<file path="src/rtl/evb_pkg.sv">
package evb_pkg;

    localparam int XLEN     = 32;
    localparam int SEG_W    = 2;
    localparam int PAGE_LSB = 12;
    localparam int PAGE_W   = XLEN - SEG_W - PAGE_LSB;
    localparam int CPUID_W  = 10;

    localparam logic [SEG_W-1:0] KSEG_TAG = 2'b10;

    typedef enum logic [2:0] {
        EXC_RESET      = 3'd0,
        EXC_NMI        = 3'd1,
        EXC_TLB_REFILL = 3'd2,
        EXC_CACHE_ERR  = 3'd3,
        EXC_GENERAL    = 3'd4,
        EXC_INTR_VEC   = 3'd5,
        EXC_DEBUG      = 3'd6
    } exc_kind_e;

endpackage

</file>
<file path="src/rtl/evb_base_reg.sv">
module evb_base_reg #(
    parameter int XW = 32,
    parameter int PL = 12,
    parameter int CW = 10,
    parameter int SW = 2,
    parameter logic [SW-1:0] TAG = 2'b10
) (
    input  logic          clk,
    input  logic          rst_n,
    input  logic          wr_en,
    input  logic [XW-1:0] wr_data,
    input  logic [CW-1:0] cpu_num,
    output logic [XW-1:0] rd_data,
    output logic [XW-1:0] base_addr
);
    localparam int PW    = XW - SW - PL;
    localparam int GAP_W = PL - CW;

    typedef struct packed {
        logic [PW-1:0] page;
    } base_state_t;

    base_state_t st_d, st_q;

    always_comb begin
        st_d = st_q;
        if (wr_en) begin
            st_d.page = wr_data[XW-SW-1:PL];
        end
    end

    always_ff @(posedge clk) begin
        if (!rst_n) begin
            st_q <= '0;
        end else begin
            st_q <= st_d;
        end
    end

    logic unused_wr_bits;
    assign unused_wr_bits = ^{wr_data[XW-1:XW-SW], wr_data[PL-1:0]};

    generate
        if (GAP_W > 0) begin : g_gap
            assign rd_data = {TAG, st_q.page, {GAP_W{1'b0}}, cpu_num};
        end else begin : g_nogap
            assign rd_data = {TAG, st_q.page, cpu_num[PL-1:0]};
        end
    endgenerate

    assign base_addr = {TAG, st_q.page, {PL{1'b0}}};

    // a strobed write lands in the base field one cycle later
    a_r2_write_lands: assert property (@(posedge clk) disable iff (!rst_n)
        wr_en |=> rd_data[XW-SW-1:PL] == $past(wr_data[XW-SW-1:PL]));

    // without a strobe the address part stays put
    a_r2_hold_idle: assert property (@(posedge clk) disable iff (!rst_n)
        (!wr_en && $past(rst_n)) |=> $stable(rd_data[XW-1:PL]));

endmodule

</file>
<file path="src/rtl/evb_rom_base.sv">
module evb_rom_base #(
    parameter int XW = 32,
    parameter int PL = 12,
    parameter int SW = 2,
    parameter logic [SW-1:0] TAG = 2'b10,
    parameter logic [XW-1:0] ROM_DEFAULT = 32'hBFC0_0000
) (
    input  logic                 reloc_en,
    input  logic [XW-SW-PL-1:0]  reloc_page,
    output logic [XW-1:0]        rom_base
);
    always_comb begin
        if (reloc_en) begin
            rom_base = {TAG, reloc_page, {PL{1'b0}}};
        end else begin
            rom_base = ROM_DEFAULT;
        end
    end
endmodule

</file>
<file path="src/rtl/evb_vector_sel.sv">
module evb_vector_sel
    import evb_pkg::*;
#(
    parameter int XW = 32,
    parameter int UNCACHED_BIT = 29,
    parameter logic [XW-1:0] PROBE_VEC = 32'hFF20_0200,
    parameter logic [XW-1:0] OFF_TLB   = 32'h000,
    parameter logic [XW-1:0] OFF_CERR  = 32'h100,
    parameter logic [XW-1:0] OFF_GEN   = 32'h180,
    parameter logic [XW-1:0] OFF_INTV  = 32'h200,
    parameter logic [XW-1:0] OFF_BOOT  = 32'h200,
    parameter logic [XW-1:0] OFF_DBG   = 32'h480
) (
    input  logic [2:0]    kind,
    input  logic          boot_mode,
    input  logic [XW-1:0] rom_base,
    input  logic [XW-1:0] exc_base,
    input  logic          dbg_en,
    input  logic [XW-1:0] dbg_addr,
    input  logic          probe,
    output logic [XW-1:0] vec
);
    exc_kind_e     k;
    logic [XW-1:0] kind_off;
    logic [XW-1:0] area_base;
    logic [XW-1:0] normal_vec;
    logic [XW-1:0] debug_vec;

    always_comb begin
        k = exc_kind_e'(kind);
        case (k)
            EXC_TLB_REFILL: kind_off = OFF_TLB;
            EXC_CACHE_ERR:  kind_off = OFF_CERR;
            EXC_INTR_VEC:   kind_off = OFF_INTV;
            default:        kind_off = OFF_GEN;
        endcase

        area_base  = boot_mode ? (rom_base + OFF_BOOT) : exc_base;
        normal_vec = area_base + kind_off;
        if (k == EXC_CACHE_ERR) begin
            normal_vec[UNCACHED_BIT] = 1'b1;
        end

        if (probe) begin
            debug_vec = PROBE_VEC;
        end else if (dbg_en) begin
            debug_vec = dbg_addr;
        end else begin
            debug_vec = rom_base + OFF_DBG;
        end

        case (k)
            EXC_RESET, EXC_NMI: vec = rom_base;
            EXC_DEBUG:          vec = debug_vec;
            default:            vec = normal_vec;
        endcase
    end
endmodule

</file>
<file path="src/rtl/evb_vector_unit.sv">
module evb_vector_unit
    import evb_pkg::*;
#(
    parameter int XW = XLEN,
    parameter int PL = PAGE_LSB,
    parameter int CW = CPUID_W,
    parameter int SW = SEG_W,
    parameter logic [XW-1:0] ROM_DEFAULT = 32'hBFC0_0000,
    parameter logic [XW-1:0] PROBE_VEC   = 32'hFF20_0200
) (
    input  logic                clk,
    input  logic                rst_n,
    input  logic                wr_en,
    input  logic [XW-1:0]       wr_data,
    output logic [XW-1:0]       rd_data,
    input  logic [CW-1:0]       cpu_num_strap,
    input  logic [2:0]          exc_kind,
    input  logic                boot_vec_mode,
    input  logic                rom_reloc_en,
    input  logic [XW-SW-PL-1:0] rom_reloc_page,
    input  logic                dbg_vec_en,
    input  logic [XW-1:0]       dbg_vec_addr,
    input  logic                probe_present,
    output logic [XW-1:0]       vec_addr
);
    localparam int UNC_BIT = XW - SW - 1;

    logic [XW-1:0] exc_base;
    logic [XW-1:0] rom_base;

    evb_base_reg #(.XW(XW), .PL(PL), .CW(CW), .SW(SW), .TAG(KSEG_TAG)) u_base (
        .clk       (clk),
        .rst_n     (rst_n),
        .wr_en     (wr_en),
        .wr_data   (wr_data),
        .cpu_num   (cpu_num_strap),
        .rd_data   (rd_data),
        .base_addr (exc_base)
    );

    evb_rom_base #(.XW(XW), .PL(PL), .SW(SW), .TAG(KSEG_TAG),
                   .ROM_DEFAULT(ROM_DEFAULT)) u_rom (
        .reloc_en   (rom_reloc_en),
        .reloc_page (rom_reloc_page),
        .rom_base   (rom_base)
    );

    evb_vector_sel #(.XW(XW), .UNCACHED_BIT(UNC_BIT), .PROBE_VEC(PROBE_VEC)) u_sel (
        .kind      (exc_kind),
        .boot_mode (boot_vec_mode),
        .rom_base  (rom_base),
        .exc_base  (exc_base),
        .dbg_en    (dbg_vec_en),
        .dbg_addr  (dbg_vec_addr),
        .probe     (probe_present),
        .vec       (vec_addr)
    );

    // ROM base falls back to its default when the strap is off
    a_r4_rom_default: assert property (@(posedge clk) disable iff (!rst_n)
        !rom_reloc_en |-> rom_base == ROM_DEFAULT);

    // reset and NMI enter at the ROM base
    a_r5_rom_entry: assert property (@(posedge clk) disable iff (!rst_n)
        (exc_kind == EXC_RESET || exc_kind == EXC_NMI) |-> vec_addr == rom_base);

    // general entry in normal mode tracks the register's address part
    a_r7_base_follow: assert property (@(posedge clk) disable iff (!rst_n)
        (exc_kind == EXC_GENERAL && !boot_vec_mode)
            |-> vec_addr[XW-1:PL] == rd_data[XW-1:PL]);

    // cache-error entries use the uncached alias
    a_r8_uncached: assert property (@(posedge clk) disable iff (!rst_n)
        exc_kind == EXC_CACHE_ERR |-> vec_addr[UNC_BIT]);

    // probe vector wins over everything for debug entries
    a_r10_probe_first: assert property (@(posedge clk) disable iff (!rst_n)
        (exc_kind == EXC_DEBUG && probe_present) |-> vec_addr == PROBE_VEC);

endmodule

</file>
<file path="config.mk">
export PLATFORM = sky130hd
export DESIGN_NAME = evb_vector_unit
export DESIGN_NICKNAME = d
export VERILOG_FILES = /design/src/rtl/evb_pkg.sv /design/src/rtl/evb_base_reg.sv /design/src/rtl/evb_rom_base.sv /design/src/rtl/evb_vector_sel.sv /design/src/rtl/evb_vector_unit.sv
export SDC_FILE = /design/constraint.sdc
export NUM_CORES = 1
export LEC_CHECK = 0
export ABC_AREA = 1
export CORE_MARGIN = 2
export CORE_UTILIZATION = 34
export CTS_CLUSTER_DIAMETER = 120
export DETAILED_ROUTE_END_ITERATION = 10
export GPL_ROUTABILITY_DRIVEN = 0
export PLACE_DENSITY = 0.83
export SKIP_CTS_REPAIR_TIMING = 1
export SLEW_MARGIN = 20
export SYNTH_ARGS = -nofsm -noshare
export SYNTH_HDL_FRONTEND = slang
export SYNTH_SLANG_ARGS = --single-unit
</file>
<file path="constraint.sdc">
create_clock -name clk -period 2.3 [get_ports clk]
set_input_delay 0.46 -clock clk [delete_from_list [all_inputs] [get_ports clk]]
set_output_delay 0.46 -clock clk [all_outputs]
set_load 0.02 [all_outputs]
</file>
Word-level counts from Yosys, hierarchy flattened
Cells that the tools add are included.

Register bits after elaboration: 18. Input port bits: 102. Output and inout port bits: 64. Word-level logic and storage cells: 18.

$add $sub $neg: 3. Equality and inequality tests: 5. Muxes and demuxes: 7. Reductions and logical operators: 2.

Operator list (count): 2-to-1 mux 32 bit (3); one-hot mux 32 bit (2 select lines) (1); adder 32 x 10 -> 32 bit (1); adder 32 x 10 -> 32 bit, second input constant (1); adder 32 x 11 -> 32 bit, second input constant (1); 2-to-1 mux 30 bit (1); one-hot mux 10 bit (3 select lines) (1); == test 3 x 2 -> 1 bit, second input constant (2); == test 3 bit, second input constant (2); == test 3 x 1 -> 1 bit, second input constant (1); logical NOT 3 bit (1); OR reduction 2 bit (1); 2-to-1 mux 1 bit (1).

Depth between registers and ports, before layout
Gate-level depths: netlist of the first run.

Word-level depth: 6. Mapped depth: 7. Mapped depth without buffers: 6.

By module
From an unflattened synthesis of the first run, not the netlist that was laid out.

Cell total of the unflattened synthesis: 840. Area total of the unflattened synthesis: 4416.7 um^2.

Modules (own cells, without submodules): evb_vector_sel (instances 1, cells an instance 624, area each 3021.6 um^2, sequential area each 0.0 um^2); evb_base_reg (instances 1, cells an instance 162, area each 1111.1 um^2, sequential area each 360.3 um^2); evb_rom_base (instances 1, cells an instance 54, area each 284.0 um^2, sequential area each 0.0 um^2).

Worst setup path before layout of the first run
OpenSTA, ideal clock, no wires.

Kind: input-to-output. From: in exc_kind[0]. To: out vec_addr[9]. Arrival time: 1.324 ns. Data required time: 1.840 ns. Path slack: 0.516 ns. Stages on the path: 6. Path buffers: 0. Cells stage by stage: inv_1 -> or2_2 -> nor2_1 -> ha_1 -> nand2_1 -> o21ai_1.

Word-level cells in the longest chain between the ends: 4. Elaborated cells between the ends (all ways): 10. Classes of those cells: 1 x add/sub; 5 x eq/ne; 2 x mux; 2 x reduce/logical.

RTL lines: start: declaration (line evb_vector_unit.sv:17) `input logic [2:0] exc_kind,`; == test 3 bit / == test 3 x 2 -> 1 bit (equally long branches) (line evb_vector_sel.sv:31) `case (k)`; one-hot mux 10 bit (3 select lines) (line evb_vector_sel.sv:31); adder 32 x 10 -> 32 bit (line evb_vector_sel.sv:39) `normal_vec = area_base + kind_off;`; one-hot mux 32 bit (2 select lines) * (line evb_vector_sel.sv:52) `case (k)`; end: declaration (line evb_vector_unit.sv:24) `output logic [XW-1:0] vec_addr`.

Mark *: on every way between the ends. The rest lies on a longest branch, timed or not.

Worst setup path in the final report of the first run
From: in probe_present. To: out vec_addr[24].

Word-level cells in the longest chain between the ends: 2.

RTL lines: start: declaration (line evb_vector_unit.sv:23) `input logic probe_present,`; 2-to-1 mux 32 bit (line evb_vector_sel.sv:44) `if (probe) begin`; one-hot mux 32 bit (2 select lines) (line evb_vector_sel.sv:52).

Every way passes these cells.

==> impl_metrics.csv, run 1 <==
group,metric,value,unit
global_routing,grtUsageTotal,0.2118,
sta,slew_violations,0,
synth,async_flop_share,0,
floorplan,die_w,77.93,um
min_path,hp-class,"reg -> reg",
synth,synthCells,353,
outcome,status,"finished, final reports clean",
critical_path,crit_type,"in -> out",
sta,whs,0.5342,ns
critical_path,r2r-end,"u_base.st_q[8]$_SDFFE_PN0P_",
synth,syn_area_per_cell,5.264,sq um
critical_path,rrSetupSlack,1.64,ns
floorplan,pin_count,166,
critical_path,startpoint,"probe_present",
critical_path,crit_path_start_kind,"primary input",
critical_path,critPathMaxFanout,6,
synth,ys.warnings.count,0,
final_layout,drive_gt1_frac,0.1134,
clocking,cts_tree,"built",
floorplan,initial_core_util,0.3570,
pwr,vdd_drop_max,0.3342,mV
drt,drtPass1Iterations,4,
drt,drc,0,
synth,synth_top_area_share,0.2667,
global_routing,grt_max_degree,29,
final_layout,final_area,3416,sq um
drt,wl,7046,um
critical_path,arrival,1.77,ns
drt,via_per_inst,4.605,
synth,synth-edff-count,0,
floorplan,core_area,5205,sq um
critical_path,crit_chain,"clkdlybuf4s50_1 -> buf_4 -> nor2_4 -> buf_4 -> nand2_1 -> nand3_1 -> nand3_1 -> dlymetal6s2s_1",
synth,synth.distinct_cells,20,
sta,fmax,448.1,MHz
min_path,min_from,"u_base.st_q[3]$_SDFFE_PN0P_",
drt,vias,2556,
clocking,insertion_delay,0.24,ns
global_routing,antenna_found_initial,0,
final_layout,syn_to_final_growth,83.84,%
drt,drt-initial-drc-count,108,
pwr,p_leak,0.001897,uW
clocking,root_buffer,"clkbuf_8",
synth,synth-seq-area-share,0.1939,
critical_path,critPathRequiredTime,1.84,ns
pwr,power,1158,uW
clocking,clk_pin_slew_worst_paths,0.06,ns
synth,ys_ff_latch,18,
floorplan,die_y,77.93,um
floorplan,die-area,6072,sq um
final_layout,nFillCells,493,
critical_path,crit_path_end_kind,"output pin",
sta,hold_violations,0,
final_layout,nets,590,
synth,synthTopCellsByCount,"nand2_1 (132), nor2_1 (54), nand3_1 (40), o21ai_0 (39), inv_1 (22)",
critical_path,critPathMaxStageDelay,0.45,ns
pwr,powerDensity,339.2,nW/um^2
placement,post_dp_cell_area,3262,sq um
sta,setup_viol,0,
drt,wl_per_cell,12.70,um
synth,ys.flop_type,"dfxtp_1",
job,maxCapViolCount,0,
min_path,hold_depth,2,
final_layout,fin_util,0.6563,
drt,antenna_left,0,
critical_path,worst-r2r-cell-count,2,
sta,skew,0,ns
sta,fin_crit_sh,0.9702,
min_path,whs_endpoint,"u_base.st_q[3]$_SDFFE_PN0P_",
sta,rsz0062_at_grt,"false",
sta,post-route-min-period,2.232,ns
critical_path,reg2reg_from,"u_base.st_q[8]$_SDFFE_PN0P_",
clocking,cts_buffers,3,
placement,portBuffers,127,
synth,yosysTopAreaCell,"nand2_1",
placement,hpwl,5343,um
final_layout,largest_reg_flops,18,
critical_path,slowest_stage,"clkdlybuf4s50_1",
global_routing,grt_pass1_wl,10690,um
global_routing,grt_overflow,0,
floorplan,row_count,26,
sta,setup_tns,0,ns
final_layout,largest_register,"u_base.st_q",
global_routing,grt_pass1_vias,2369,
clocking,clock_sinks,18,
clocking,clockBufferDepth,2,
synth,synth_most_common_cell,"nand2_1",
final_layout,n_antenna_cell,0,
synth,synthTopCellsByArea,"nand2_1 (27%), dfxtp_1 (19%), nor2_1 (11%), nand3_1 (11%), o21ai_0 (11%)",
synth,syn_area,1858,sq um
final_layout,reg_top3,"u_base.st_q: 18 flops",
clocking,htreeDepth,1,
-- placed cells by master (no fill, tap or decap) --
cell,n
ha_1,1
o21ai_0,39
nand2_1,132
dlymetal6s2s_1,29
a21oi_1,2
clkinvlp_4,1
clkinv_1,1
clkdlybuf4s50_1,89
dfxtp_1,18
or2_2,1
clkbuf_2,8
buf_12,4
nand3_4,1
inv_1,20
buf_6,3
clkbuf_8,3
nor2_4,4
clkbuf_16,1
nand3_1,40
o21ai_1,1
conb_1,4
inv_2,4
buf_4,25
nor2_1,54
-- where the power goes --
part | internal [uW] | total [uW] | switching [uW] | leakage [uW]
combinational | 307 | 601 | 294 | 0.00173
sequential | 334 | 352 | 17.9 | 0.000150
clock | 116 | 205 | 89.1 | 0.0000216
total | 757 | 1160 | 401 | 0.00190
-- logic make-up after synthesis --
kind of cell               Yosys count  synth area share
other                                2          0.004042
and+or+nand+nor                    232            0.5178
DFF                                 18            0.1939
AOI/OAI and AO/OA                   42            0.1131
adders and majority gates            1          0.006733
buffers and inverters               58            0.1643
-- per-layer routing --
| metal | wire length, um | up-vias | GRT usage |
|---|---|---|---|
| li1 | - | 1352 | - |
| met1 | 2907 | 1088 | 0.2484 |
| met2 | 3473 | 106 | 0.3888 |
| met3 | 585 | 10 | 0.03837 |
| met4 | 80 | 0 | 0.06316 |
| met5 | 0 | - | 0 |
-- metrics by stage --
step           setup WS (ns)  cells
2_1_floorplan         0.5164    355
3_3_place_gp         -0.4440    546
3_5_place_dp         -0.4750    546
4_1_cts              -0.4946    549
5_1_grt             0.006894    555
6_report             0.06848    555
-- how the worst max path moves through the flow --
| stage | depth (start not counted) | slack, ns | endpoint |
|---|---|---|---|
| after floorplan | 6 | 0.52 | vec_addr[9] |
| after global placement | 8 | -0.44 | vec_addr[9] |
| after detailed placement | 8 | -0.47 | vec_addr[9] |
| after CTS | 8 | -0.49 | vec_addr[9] |
| after global routing | 8 | 0.007 | vec_addr[21] |
| final | 8 | 0.07 | vec_addr[24] |
-- area by class of cell --
class                   instances  area, sq um  area share
repair buffers                159         1620      0.4744
multi-input cells             279         1205      0.3527
inverters                      26        101.3     0.02967
clock buffers                   3        41.29     0.01209
well taps                      70        87.58     0.02564
flip-flops and latches         18        360.3      0.1055
-- critical path: cells and delay by family --
kind,cells,cell delay [ns]
buffers and inverters,4,1.00
and+or+nand+nor,4,0.31
(Power assumes the default switching activity.)
==> inputs of run 2 (changes only) <==
--- a/config.mk
+++ b/config.mk
@@ -8,12 +8,10 @@
 export ABC_AREA = 1
 export CORE_MARGIN = 2
 export CORE_UTILIZATION = 34
-export CTS_CLUSTER_DIAMETER = 120
 export DETAILED_ROUTE_END_ITERATION = 10
 export GPL_ROUTABILITY_DRIVEN = 0
 export PLACE_DENSITY = 0.83
 export SKIP_CTS_REPAIR_TIMING = 1
-export SLEW_MARGIN = 20
 export SYNTH_ARGS = -nofsm -noshare
 export SYNTH_HDL_FRONTEND = slang
 export SYNTH_SLANG_ARGS = --single-unit
==> results of run 2 <==
Final layout, timing and power as in run 1 (identical DEF).
==> inputs of run 3 (changes only) <==
--- a/config.mk
+++ b/config.mk
@@ -6,6 +6,7 @@
 export NUM_CORES = 1
 export LEC_CHECK = 0
 export ABC_AREA = 1
+export CAP_MARGIN = 5
 export CORE_MARGIN = 2
 export CORE_UTILIZATION = 34
 export DETAILED_ROUTE_END_ITERATION = 10
==> results of run 3 <==
Final layout, timing and power as in run 1 (identical DEF).
